### src/rtl/tls_pkg.sv
package tls_pkg;

  localparam logic [1:0] FMT_NONE = 2'd0;
  localparam logic [1:0] FMT_SLOW = 2'd1;
  localparam logic [1:0] FMT_MID  = 2'd2;
  localparam logic [1:0] FMT_FAST = 2'd3;

  // map a measured line period to a coarse rate class
  function automatic logic [1:0] period_bin(input int unsigned p,
                                            input int unsigned slow_min,
                                            input int unsigned mid_min);
    if (p >= slow_min)     return FMT_SLOW;
    else if (p >= mid_min) return FMT_MID;
    else                   return FMT_FAST;
  endfunction

  // magnitude of the difference between two periods
  function automatic int unsigned abs_diff(input int unsigned a,
                                           input int unsigned b);
    return (a > b) ? (a - b) : (b - a);
  endfunction

endpackage

### src/rtl/tls_edge_tracker.sv
module tls_edge_tracker #(
  parameter int WIN     = 8,
  parameter int TIMEOUT = 1000,
  parameter int CNT_W   = 10
) (
  input  logic             clk,
  input  logic             rst_n,
  input  logic             neg_sync,
  input  logic             pos_sync,
  output logic             line_done,
  output logic             line_tri,
  output logic [CNT_W-1:0] line_period,
  output logic             loss
);

  localparam logic [CNT_W-1:0] WIN_C = CNT_W'(WIN);
  localparam logic [CNT_W-1:0] TMO_C = CNT_W'(TIMEOUT);

  logic             neg_q, pos_q, started, tri_seen;
  logic [CNT_W-1:0] age;
  logic             neg_rise, pos_rise, in_window;

  assign neg_rise  = neg_sync & ~neg_q;
  assign pos_rise  = pos_sync & ~pos_q;
  assign in_window = started && (age != '0) && (age <= WIN_C);

  always_ff @(posedge clk) begin
    if (!rst_n) begin
      neg_q       <= 1'b0;
      pos_q       <= 1'b0;
      started     <= 1'b0;
      tri_seen    <= 1'b0;
      age         <= '0;
      line_done   <= 1'b0;
      line_tri    <= 1'b0;
      line_period <= '0;
      loss        <= 1'b0;
    end else begin
      neg_q     <= neg_sync;
      pos_q     <= pos_sync;
      line_done <= 1'b0;
      loss      <= 1'b0;
      if (neg_rise) begin
        line_done   <= started;
        line_tri    <= tri_seen;
        line_period <= age;
        age         <= CNT_W'(1);
        tri_seen    <= 1'b0;
        started     <= 1'b1;
      end else begin
        if (age < TMO_C) age <= age + 1'b1;
        if (pos_rise && in_window) tri_seen <= 1'b1;
        if (started && age == TMO_C) begin
          loss    <= 1'b1;
          started <= 1'b0;
        end
      end
    end
  end

  // a line completion and a loss event never coincide
  p_done_loss_excl_r6: assert property (@(posedge clk) disable iff (!rst_n)
    $onehot0({line_done, loss}));

  // a measured period never exceeds the loss limit
  p_period_bound_r2: assert property (@(posedge clk) disable iff (!rst_n)
    line_done |-> (line_period <= TMO_C && line_period != '0));

endmodule

### src/rtl/tls_hd_qualifier.sv
module tls_hd_qualifier #(
  parameter int HD_LINES = 16,
  parameter int BI_LINES = 8
) (
  input  logic clk,
  input  logic rst_n,
  input  logic line_done,
  input  logic line_tri,
  input  logic loss,
  output logic hd
);

  localparam int TRI_W = $clog2(HD_LINES + 1);
  localparam int BI_W  = $clog2(BI_LINES + 1);
  localparam logic [TRI_W-1:0] TRI_MAX = TRI_W'(HD_LINES);
  localparam logic [TRI_W-1:0] TRI_M1  = TRI_W'(HD_LINES - 1);
  localparam logic [BI_W-1:0]  BI_MAX  = BI_W'(BI_LINES);
  localparam logic [BI_W-1:0]  BI_M1   = BI_W'(BI_LINES - 1);

  logic [TRI_W-1:0] tri_run;
  logic [BI_W-1:0]  bi_run;

  always_ff @(posedge clk) begin
    if (!rst_n) begin
      tri_run <= '0;
      bi_run  <= '0;
      hd      <= 1'b0;
    end else if (loss) begin
      tri_run <= '0;
      bi_run  <= '0;
      hd      <= 1'b0;
    end else if (line_done) begin
      if (line_tri) begin
        bi_run <= '0;
        if (tri_run < TRI_MAX) tri_run <= tri_run + 1'b1;
        if (tri_run >= TRI_M1) hd <= 1'b1;
      end else begin
        tri_run <= '0;
        if (bi_run < BI_MAX) bi_run <= bi_run + 1'b1;
        if (bi_run >= BI_M1) hd <= 1'b0;
      end
    end
  end

  // the flag only sets on a tri-level line completion
  p_hd_set_on_tri_r3: assert property (@(posedge clk) disable iff (!rst_n)
    $rose(hd) |-> $past(line_done && line_tri));

  // the flag only clears on loss or a bi-level completion
  p_hd_clear_cause_r5: assert property (@(posedge clk) disable iff (!rst_n)
    $fell(hd) |-> $past(loss || (line_done && !line_tri)));

  // a bi-level line never sets the flag
  p_bi_no_set_r4: assert property (@(posedge clk) disable iff (!rst_n)
    (line_done && !line_tri && !loss && !hd) |=> !hd);

endmodule

### src/rtl/tls_lock_tracker.sv
module tls_lock_tracker
  import tls_pkg::*;
#(
  parameter int CNT_W      = 10,
  parameter int TOL        = 4,
  parameter int LOCK_LINES = 24,
  parameter int SLOW_MIN   = 400,
  parameter int MID_MIN    = 200
) (
  input  logic             clk,
  input  logic             rst_n,
  input  logic             line_done,
  input  logic [CNT_W-1:0] line_period,
  input  logic             loss,
  output logic             locked,
  output logic [1:0]       fmt
);

  localparam int STB_W = $clog2(LOCK_LINES + 1);
  localparam logic [STB_W-1:0] STB_MAX = STB_W'(LOCK_LINES);
  localparam logic [STB_W-1:0] STB_M1  = STB_W'(LOCK_LINES - 1);

  logic             have_prev;
  logic [CNT_W-1:0] prev;
  logic [STB_W-1:0] stable;
  logic             jump;

  assign jump = abs_diff(32'(line_period), 32'(prev)) > 32'(TOL);

  always_ff @(posedge clk) begin
    if (!rst_n || loss) begin
      have_prev <= 1'b0;
      prev      <= '0;
      stable    <= '0;
      locked    <= 1'b0;
      fmt       <= FMT_NONE;
    end else if (line_done) begin
      fmt       <= period_bin(32'(line_period), 32'(SLOW_MIN), 32'(MID_MIN));
      prev      <= line_period;
      have_prev <= 1'b1;
      if (!have_prev || jump) begin
        stable <= '0;
        locked <= 1'b0;
      end else begin
        if (stable < STB_MAX) stable <= stable + 1'b1;
        if (stable >= STB_M1) locked <= 1'b1;
      end
    end
  end

  // a period jump always leaves the tracker unlocked
  p_jump_unlocks_r9: assert property (@(posedge clk) disable iff (!rst_n)
    (line_done && have_prev && jump) |=> !locked);

  // lock only appears on an in-tolerance completion
  p_lock_rise_r8: assert property (@(posedge clk) disable iff (!rst_n)
    $rose(locked) |-> $past(line_done && have_prev && !jump));

  // the class holds between completions
  p_fmt_hold_r10: assert property (@(posedge clk) disable iff (!rst_n)
    (!line_done && !loss) |=> $stable(fmt));

endmodule

### src/rtl/tls_format_detector.sv
module tls_format_detector #(
  parameter int WIN        = 8,
  parameter int TIMEOUT    = 1000,
  parameter int HD_LINES   = 16,
  parameter int BI_LINES   = 8,
  parameter int LOCK_LINES = 24,
  parameter int TOL        = 4,
  parameter int SLOW_MIN   = 400,
  parameter int MID_MIN    = 200
) (
  input  logic       clk,
  input  logic       rst_n,
  input  logic       neg_sync,
  input  logic       pos_sync,
  output logic       hd_n,
  output logic [1:0] fmt_code,
  output logic       locked
);

  localparam int CNT_W = $clog2(TIMEOUT + 1);

  logic             line_done, line_tri, loss, hd;
  logic [CNT_W-1:0] line_period;

  tls_edge_tracker #(.WIN(WIN), .TIMEOUT(TIMEOUT), .CNT_W(CNT_W)) u_edges (
    .clk(clk), .rst_n(rst_n), .neg_sync(neg_sync), .pos_sync(pos_sync),
    .line_done(line_done), .line_tri(line_tri), .line_period(line_period),
    .loss(loss)
  );

  tls_hd_qualifier #(.HD_LINES(HD_LINES), .BI_LINES(BI_LINES)) u_qual (
    .clk(clk), .rst_n(rst_n), .line_done(line_done), .line_tri(line_tri),
    .loss(loss), .hd(hd)
  );

  tls_lock_tracker #(.CNT_W(CNT_W), .TOL(TOL), .LOCK_LINES(LOCK_LINES),
                     .SLOW_MIN(SLOW_MIN), .MID_MIN(MID_MIN)) u_lock (
    .clk(clk), .rst_n(rst_n), .line_done(line_done),
    .line_period(line_period), .loss(loss), .locked(locked), .fmt(fmt_code)
  );

  assign hd_n = ~hd;

  // a loss event returns every output to its default
  p_loss_defaults_r6: assert property (@(posedge clk) disable iff (!rst_n)
    loss |=> (hd_n && !locked && fmt_code == 2'd0));

  // lock implies a measured rate class
  p_lock_has_class_r8: assert property (@(posedge clk) disable iff (!rst_n)
    locked |-> (fmt_code != 2'd0));

  // defaults in the first cycle after reset
  p_reset_defaults_r1: assert property (@(posedge clk)
    $past(!rst_n) |-> (hd_n && !locked && fmt_code == 2'd0));

endmodule

### config.mk
export PLATFORM = sky130hd
export DESIGN_NAME = tls_format_detector
export DESIGN_NICKNAME = d
export VERILOG_FILES = /design/src/rtl/tls_pkg.sv /design/src/rtl/tls_edge_tracker.sv /design/src/rtl/tls_hd_qualifier.sv /design/src/rtl/tls_lock_tracker.sv /design/src/rtl/tls_format_detector.sv
export SDC_FILE = /design/constraint.sdc
export NUM_CORES = 1
export LEC_CHECK = 0
export BUFFER_PORTS_ARGS = -buffer_cell sky130_fd_sc_hd__buf_2
export CAP_MARGIN = 5
export CORE_MARGIN = 1
export CORE_UTILIZATION = 40
export DETAILED_ROUTE_END_ITERATION = 8
export PLACE_DENSITY = 0.54
export SLEW_MARGIN = 40
export SYNTH_ARGS = -nofsm -noshare
export SYNTH_HDL_FRONTEND = slang
export SYNTH_SLANG_ARGS = --single-unit
### constraint.sdc
create_clock -name clk -period 7.9 [get_ports clk]
set_input_delay 0.79 -clock clk [delete_from_list [all_inputs] [get_ports clk]]
set_output_delay 0.79 -clock clk [all_outputs]
set_load 0.03 [all_outputs]
==> flow_summary.ini, run 1 <==
[cts]
insertion_delay_ps = 310
cts-root-buf = clkbuf_8
max-clock-path-buffers = 2
cts_tree = built
cts_sinks = 56
post_cts_resized = 0
htreeDepth = 2
post_cts_buffers = 0
numCtsBuffers = 5
hold_buffers = 0
path_clk_slew_ps = 100

[power_and_ir_drop]
p_per_area_nw_per_um2 = 143.5
seqPwrFrac_pct = 55.7
p_total_mw = 0.5216
comb_power_share_pct = 8.5
p_int_mw = 0.3979
swShare_pct = 23.71
clkPwrFrac_pct = 35.9
p_leak_nw = 1.421
peakVddDrop_mv = 0.07346
switching_power_mw = 0.1236

[finish]
nets = 460
diodes = 0
syn_to_final_growth_pct = 5.983
design_area_sq_um = 3635
layout-drive-gt1-share_pct = 4.895

[place]
port-buffer-count = 7
dpl-instance-area_sq_um = 3525
dpl.hpwl_mm = 5.354
routabilityCongestion = 0.7839

[detailed_routing]
avgViaCountPerCell = 5.446
drt_wl_total_mm = 7.431
drcViolationCount = 0
drtIter0Drc = 143
ant_nets = 0
wire_per_inst_um = 13.92
num_vias = 2908
detail_route.first_pass.iterations = 4

[synth]
syn-cell-area_sq_um = 3430
synth_seq_cells = 56
async_reset_ff_share_pct = 0
yosys_warnings = 0
synth_top_area_share_pct = 32.69
syn_inst = 433
synth_nets = 465
synth-edff-count = 0
ys_seq_area_share_pct = 32.69
synth_area_leader_cell = dfxtp_1
synth_cell_type_count = 55
syn_area_per_cell_sq_um = 7.920
synth_area_leaders = dfxtp_1 (33%), ha_1 (9.5%), a21oi_1 (5.4%)
synth_flop_cell = dfxtp_1

[timing]
setup-tns-final_ps = 0
slew_headroom_pct = 54.41
period_minus_slack_ps = 3241
slew_viol_final = 0
worstMarginPinSlew_ps = 682.3
fin_crit_sh_pct = 41.02
clock.fmax_ghz = 0.3086
setup_viol_count_final = 0
hold_violations = 0
rsz0062_at_grt = no
fin_skew_ps = 7.445

[worst_hold_path]
holdPathStages = 2
hold_class = flip-flop to flip-flop
min_delay_worst_endpoint = u_lock.fmt[1]
hp-start = u_lock.fmt[1]

[global_route]
antenna_found_initial = 0
grt_pass1_vias = 2653
grt_max_degree = 30
grt.total_usage_pct = 17.57
grt-ovfl-total = 0
grt_pass1_wl_mm = 12.56

[worst_setup_path]
cp.arrival_ps = 3470
r2r_setup_slack_ps = 4660
reg2reg_from = u_lock.prev[0]
ff2ff_path_depth = 12
critPathKind = flip-flop to flip-flop
reg2reg_to = u_lock.stable[4]
cp-start-kind = flip-flop
endpoint_kind = flip-flop
crit_fanout = 5
critical_path_required_ps = 8130

[floorplanning]
ios = 8
start_util_pct = 41.53
core_sq_um = 8258
rows = 33
fp.dieArea_sq_um = 8948
die_y_um = 94.60
die_x_um = 94.60

[run_status]
outcome = finished, final reports clean

[job]
cap_viol_max_count = 0
power by group through the flow:
stage	Sequential (mW)	Combinational, mW	Clock (mW)
finish	0.290	0.0442	0.187
global route	0.291	0.0500	0.206
CTS	0.290	0.0445	0.195
detailed placement	0.297	0.0442	0
global placement	0.297	0.0434	0
floorplan	0.297	0.0341	0
Yosys cell counts (3+ instances only):
library cell,n
dfxtp_1,56
nand2_1,43
nor2_1,39
a21oi_1,37
inv_1,33
o21ai_0,30
ha_1,26
clkbuf_1,16
nor3_1,12
mux2i_1,11
xor2_1,10
nand3_1,9
and3_1,8
and2_1,7
a211oi_1,6
nand2b_1,6
o211ai_1,6
a41oi_1,5
nand4_1,5
a21o_1,4
a31oi_1,4
buf_1,4
nor4b_1,4
nor4_1,3
or3_1,3
critical path, stage by stage (launching register included):
cell and delay, ps:
dfxtp_1 370, inv_1 50, ha_1 210, fa_1 470, nor2b_4 140, nor3_1 50, a2bb2oi_1 140, or4b_1 530
nor4_2 330, a41oi_1 180, a22oi_2 340, nand2_1 120, a211oi_1 230
cells by family after synthesis:
group                      Yosys count  share of synthesized area, %
AOI/OAI and AO/OA                  116                         20.87
xor gates and xnor gates            12                         3.065
adders and majority gates           28                         10.65
buffers and inverters               54                         6.129
DFF                                 56                         32.69
muxes                               13                         3.867
and+or+nand+nor                    154                         22.73
cell type report:
| class | count | area, sq um |
|---|---|---|
| clock buffers | 6 | 72.57 |
| clock inverters | 2 | 35.03 |
| fillers | 847 | 4623 |
| inverters | 33 | 123.9 |
| multi-input cells | 323 | 2101 |
| flip-flops and latches | 56 | 1121 |
| well taps | 105 | 131.4 |
| repair buffers | 9 | 50.05 |
flip-flops by register name, indices dropped and copies added (netlist names):
| signal | count |
|---|---|
| u_edges.line_tri | 1 |
| u_edges.line_done | 1 |
| u_edges.loss | 1 |
| u_edges.tri_seen | 1 |
| u_lock.have_prev | 1 |
| u_lock.locked | 1 |
| u_lock.prev | 10 |
| u_edges.pos_q | 1 |
| u_edges.line_period | 10 |
| u_edges.neg_q | 1 |
| u_qual.hd | 1 |
| u_edges.age | 10 |
| u_lock.stable | 5 |
| u_qual.bi_run | 4 |
| u_edges.started | 1 |
| u_lock.fmt | 2 |
| u_qual.tri_run | 5 |
per-stage QoR:
stage | setup WS [ps] | util (%) | instances | hold slack, ps
after detailed placement | 4715 | 42.68 | 526 | 448.6
final | 4659 | 44.02 | 534 | 460.0
after global placement | 4784 | 42.68 | 526 | 445.4
after global routing | 4408 | 44.02 | 534 | 481.8
after floorplan | 4981 | - | 433 | 425.8
after CTS | 4679 | 43.98 | 534 | 463.9
cell usage in the layout (no fill, tap or decap), drive strengths merged, types with 3 or more instances in the layout:
cell type	instances
dfxtp	56
nand2	43
nor2	39
a21oi	37
inv	33
o21ai	32
ha	26
nor3	12
mux2i	11
xor2	10
nand3	9
buf	9
and3	8
and2	7
nand2b	6
o211ai	6
a211oi	6
clkbuf	6
a41oi	5
nand4	5
a21o	4
a31oi	4
nor4b	4
nor4	4
or3	3
nor2b	3
a22oi	3
metal layers:
metal	GRT usage [%]	routed length (um)
met5	0	0
met4	3.914	63
met3	2.899	179
met2	28.74	3328
met1	24.18	3859
how the worst max path moves through the flow:
stage	startpoint	end	slack, ps	depth (start not counted)
after floorplan	u_lock.prev[0]	u_lock.locked	4980	12
after global placement	u_lock.prev[0]	u_lock.locked	4780	12
after detailed placement	u_lock.prev[0]	u_lock.stable[4]	4710	12
after CTS	u_lock.prev[0]	u_lock.stable[4]	4680	12
after global routing	u_lock.prev[0]	u_lock.locked	4410	12
final	u_lock.prev[0]	u_lock.stable[4]	4660	12
(Power assumes the default switching activity.)
==> run 2: changes to the inputs <==
==> constraint.sdc (replaced) <==
create_clock -name clk -period 3.05 [get_ports clk]
set_input_delay 0.305 -clock clk [delete_from_list [all_inputs] [get_ports clk]]
set_output_delay 0.305 -clock clk [all_outputs]
set_load 0.03 [all_outputs]
==> run 2 against run 1 <==
Compared with the run above: cell area grew 6.1%; die area unchanged; sequential power rose to 2.6 times the previous value; cell count increased by 2.8%; worst setup slack got worse by 4600 ps; worst hold slack worse by 240 ps; sequential cell count unchanged; non-clock buffer count up 17; sequential share of layout area fell by 1.7 points; highest routed layer unchanged; combinational power grew to 2.9 times the previous value; core utilization is 2.7 points higher.
==> flow_summary.ini, run 2 (same netlist as run 1, synthesis figures left out) <==
[finish]
final_cells = 549
reg.largest.list = u_edges.age: 10 flops, u_edges.line_period: 10 flops, u_lock.prev: 10 flops
fillers = 851
layout-drive-gt1-share_pct = 13.06
syn_to_final_growth_pct = 12.48
layout_commonest_cell = dfxtp_1
post-route-util_pct = 46.71
mostFrequentLayoutCells = dfxtp_1 (53), nand2_1 (43), nor2_1 (38)
nets = 477
multi_input_area_sq_um = 2201
design_area_sq_um = 3857
diodes = 0
ff_latch_area_sq_um = 1125

[worst_hold_path]
hold_class = primary input to flip-flop

[floorplanning]
rows = 33
fp.dieArea_sq_um = 8948
die_x_um = 94.60
core_sq_um = 8258
die_y_um = 94.60
ios = 8
start_util_pct = 41.53

[worst_setup_path]
cp_num_buf_inv = 2
cp_cell_sequence = inv_2 > ha_4 > fa_2 > nor2b_4 > nor3_2 > a2bb2oi_1 > or4b_4 > nor4_4 > a41oi_2 > a22oi_2 > buf_4 > a31oi_1 > nor3_1
critical_path_required_ps = 3280
critPathKind = flip-flop to flip-flop
cp.arrival_ps = 3190
endpoint_kind = flip-flop
crit_fanout = 3
critPathSlowestCell = or4b_4
cp-start-kind = flip-flop
crit_family = simple AND/OR/NAND/NOR gates
critPathMaxStageDelay_ps = 500

[place]
placedCellCount = 541
dpl.hpwl_mm = 5.652
routabilityCongestion = 0.7902
port-buffer-count = 7
dpl-instance-area_sq_um = 3640

[detailed_routing]
wire_per_inst_um = 14.00
drtIter0Drc = 102
ant_nets = 0
num_vias = 2952
drcViolationCount = 0
drt_wl_total_mm = 7.685
avgViaCountPerCell = 5.377
detail_route.first_pass.iterations = 4

[timing]
rsz0062_at_grt = yes
slew_viol_final = 0
whs_ps = 215.3
fin_skew_ps = 7.185
setup-tns-final_ps = 0
clock.fmax_ghz = 0.3374
worstMarginPinSlew_ps = 710.6
period_minus_slack_ps = 2963
hold_violations = 0
fin_crit_sh_pct = 97.16
slew_headroom_pct = 52.51
setup_viol_count_final = 0

[global_route]
antenna_found_initial = 0
grt-ovfl-total = 0
grt_max_degree = 27
grt.total_usage_pct = 18.33
grt_pass1_wl_mm = 13.01
grt_pass1_vias = 2770

[cts]
numCtsBuffers = 5
insertion_delay_ps = 300
hold_buffers = 0
path_clk_slew_ps = 100
cts_tree = built
cts-root-buf = clkbuf_8
cts_sinks = 56
htreeDepth = 2
max-clock-path-buffers = 2

[job]
cap_viol_max_count = 0

[power_and_ir_drop]
peakVddDrop_mv = 0.2233
p_per_area_nw_per_um2 = 348.5
p_leak_nw = 1.513

[run_status]
outcome = finished, final reports clean
## run 2: changes by cell type in the layout (fill, tap and decap cells not counted), moves of 3 or more
| cell | delta |
|---|---|
| buf_4 | +17 |
| ha_1 | -4 |
| a211oi_1 | -3 |
| a211oi_2 | +3 |
| dfxtp_1 | -3 |
| dfxtp_2 | +3 |
## run 2: timing repair
item / 4_1_cts / 5_1_grt
endpoints found under the setup margin: 6 / 6
pin swaps: 2 / 13
gates resized for setup: 1 / 22
buffers inserted: 2 / 0
## run 2: routing by layer
layer	vias up	global-route usage, %	wire length, um	share of wire, %
li1	1545	-	-	-
met1	1378	24.46	3903	51
met2	23	31.16	3592	47
met3	6	2.899	120	1.6
met4	0	3.788	69	0.90
met5	-	0	0	0
## run 2: cell type report
type	count	share of cell area [%]
well taps	105	3.406
inverters	33	3.211
clock inverters	1	0.7785
clock buffers	5	1.784
multi-input cells	323	57.05
repair buffers	26	4.606
flip-flops and latches	56	29.16
## run 2: worst register-to-register path, stage by stage, from the launching register on
cell,delay (ps)
dfxtp_2,340
inv_2,40
ha_4,150
fa_2,410
nor2b_4,150
nor3_2,40
a2bb2oi_1,120
or4b_4,500
nor4_4,320
a41oi_2,150
a22oi_2,270
buf_4,160
a31oi_1,80
nor3_1,140
## run 2: stage by stage
step	setup WS, ps	power, mW
floorplan	131.2	0.8567
global placement	-35.21	0.8831
detailed placement	-132.3	0.8865
CTS	12.42	1.358
global route	-81.48	1.418
finish	86.53	1.344
## run 2: worst paths after layout
path                                      from          endpoint  slack [ps]  depth (start not counted)
worst max register to register  u_lock.prev[0]  u_lock.stable[3]          90                         13
worst min register to register   u_lock.fmt[1]     u_lock.fmt[1]         460                          2
worst min-delay path                  pos_sync     u_edges.pos_q         220                          2
worst max-delay path            u_lock.prev[0]  u_lock.stable[3]          90                         13
## run 2: power breakdown
part	internal (mW)	switching (mW)	total (mW)	leakage (nW)
sequential	0.742	0.0107	0.753	0.454
clock	0.236	0.227	0.463	0.0501
combinational	0.0518	0.0769	0.129	1.01
total	1.03	0.314	1.34	1.51
==> run 3: changes to the inputs <==
--- a/config.mk
+++ b/config.mk
@@ -5,7 +5,7 @@
 export SDC_FILE = /design/constraint.sdc
 export NUM_CORES = 1
 export LEC_CHECK = 0
-export BUFFER_PORTS_ARGS = -buffer_cell sky130_fd_sc_hd__buf_2
+export BUFFER_PORTS_ARGS = -buffer_cell sky130_fd_sc_hd__buf_4
 export CAP_MARGIN = 5
 export CORE_MARGIN = 1
 export CORE_UTILIZATION = 40
==> run 3 against run 2 <==
Compared with the run above: core utilization fell by 0.061 points; sequential cell count did not move; sequential power barely moved; sequential share of layout area rose by 0.10 points; worst setup slack barely moved; first-iteration DRC count fell by 2.0%; clock skew rose by 3.5 ps; wire length fell by 0.61%; clock power fell by 14%; critical path depth did not move; via count rose by 2.3%; critical path type unchanged; critical endpoint is now u_lock.stable[1].
==> flow_summary.ini, run 3 (same netlist as run 1, synthesis figures left out) <==
[timing]
fin_skew_ps = 10.66
setup_viol_count_final = 0
setup_ws_ps = 86.72
period_minus_slack_ps = 2963
slew_viol_final = 0
clock.fmax_ghz = 0.3375
rsz0062_at_grt = yes
fin_crit_sh_pct = 97.16
hold_violations = 0
slew_headroom_pct = 46.97
worstMarginPinSlew_ps = 792.5
whs_ps = 208.0

[finish]
syn_to_final_growth_pct = 12.33
final_cells = 549
layout_commonest_cell = dfxtp_1
diodes = 0
mostFrequentLayoutCells = dfxtp_1 (51), nand2_1 (43), nor2_1 (39)
layout-drive-gt1-share_pct = 13.74
reg.largest.list = u_edges.age: 10 flops, u_edges.line_period: 10 flops, u_lock.prev: 10 flops
nets = 476

[cts]
path_clk_slew_ps = 100
cts_tree = built
numCtsBuffers = 5
cts-root-buf = clkbuf_8
max-clock-path-buffers = 2
htreeDepth = 2
insertion_delay_ps = 310
cts_sinks = 56

[global_route]
grt.total_usage_pct = 17.77
grt_max_degree = 27
busiest_layer = met2
grt_pass1_wl_mm = 12.68
antenna_found_initial = 0
globalRouteMet1Util_pct = 24.59
use_met3_pct = 2.657
grtUsageMet2_pct = 28.44
grt_pass1_vias = 2672
grt-ovfl-total = 0

[power_and_ir_drop]
peakVddDrop_mv = 0.1824
p_total_mw = 1.281
p_per_area_nw_per_um2 = 332.6
p_leak_nw = 1.507

[detailed_routing]
detail_route.first_pass.iterations = 4
drtIter0Drc = 100
num_vias = 3021
ant_nets = 0
avgViaCountPerCell = 5.503
drt_wl_total_mm = 7.638
drcViolationCount = 0
wire_per_inst_um = 13.91

[worst_hold_path]
min_delay_worst_endpoint = u_edges.neg_q
holdPathStages = 2
hold_class = primary input to flip-flop
hp-start = neg_sync

[worst_setup_path]
reg2reg_from = u_lock.prev[0]
cp.arrival_ps = 3210
endpoint_kind = flip-flop
critical_path_required_ps = 3290
reg2reg_to = u_lock.stable[1]
ff2ff_path_depth = 13
cp-start-kind = flip-flop
r2r_setup_slack_ps = 90
crit_fanout = 4
critPathKind = flip-flop to flip-flop

[place]
routabilityCongestion = 0.7910
placedCellCount = 540
pre_cts_slack_ps = -147.6
dpl.hpwl_mm = 5.568
port-buffer-count = 7

[floorplanning]
start_util_pct = 41.53
fp.dieArea_sq_um = 8948
rows = 33
die_y_um = 94.60
ios = 8
core_sq_um = 8258
die_x_um = 94.60

[run_status]
outcome = finished, final reports clean

[job]
cap_viol_max_count = 0
==> run 3: cell count changes in the layout (fill, tap and decap cells not counted), sizes merged <==
cell and change:
clkinv +1, buf -1, clkinvlp +1, bufinv -1
==> run 3: critical path: stages, from the launching register on <==
cell,delay [ps]
dfxtp_2,350
inv_2,40
ha_4,150
fa_2,410
nor2b_4,140
nor3_2,50
a2bb2oi_2,120
or4b_4,500
nor4_4,300
a41oi_2,160
a22oi_2,290
buf_4,160
o211ai_1,80
a21oi_1,130
==> run 3: metal layers <==
layer,part of all wire [%],vias up
li1,-,1552
met1,50,1430
met2,47,31
met3,1.6,8
met4,1.4,0
met5,0,-
==> run 3: through the flow <==
stage / cell area, sq um / utilization, % / TNS (ps)
after floorplan: 3430 / - / 0
after global placement: 3647 / 44.17 / -67.18
after detailed placement: 3650 / 44.20 / -455.6
after CTS: 3739 / 45.27 / 0
after global routing: 3852 / 46.65 / -373.6
final: 3852 / 46.65 / 0
==> run 3: timing repair <==
action / CTS / global route
pin swaps: 2 / 12
resized for setup: 2 / 25
buffers inserted: 0 / 2
setup endpoints to repair: 6 / 6
hold buffers: 0 / 0
==> run 3: cell type report <==
cell class,instances,area [sq um]
Tap cell,105,131.4
Inverter,33,123.9
Clock inverter,2,12.51
Fill cell,843,4405
Timing Repair Buffer,25,187.7
Sequential cell,56,1127
Clock buffer,5,68.82
Multi-Input combinational cell,323,2201
==> run 3: power by group <==
| part | total [mW] | leakage [nW] | internal [mW] | switching [mW] |
|---|---|---|---|---|
| combinational | 0.130 | 1.01 | 0.0540 | 0.0756 |
| clock | 0.399 | 0.0400 | 0.156 | 0.242 |
| sequential | 0.753 | 0.455 | 0.742 | 0.0110 |
| total | 1.28 | 1.51 | 0.953 | 0.329 |
==> run 3: how the worst max path moves through the flow <==
stage / start / slack, ps / endpoint
floorplan: u_lock.prev[0] / 130 / u_lock.locked
global placement: u_lock.prev[0] / -30 / u_lock.stable[4]
detailed placement: u_lock.prev[0] / -150 / u_lock.locked
CTS: u_edges.line_period[0] / 10 / u_lock.locked
global route: u_lock.prev[0] / -90 / u_lock.stable[1]
finish: u_lock.prev[0] / 90 / u_lock.stable[1]
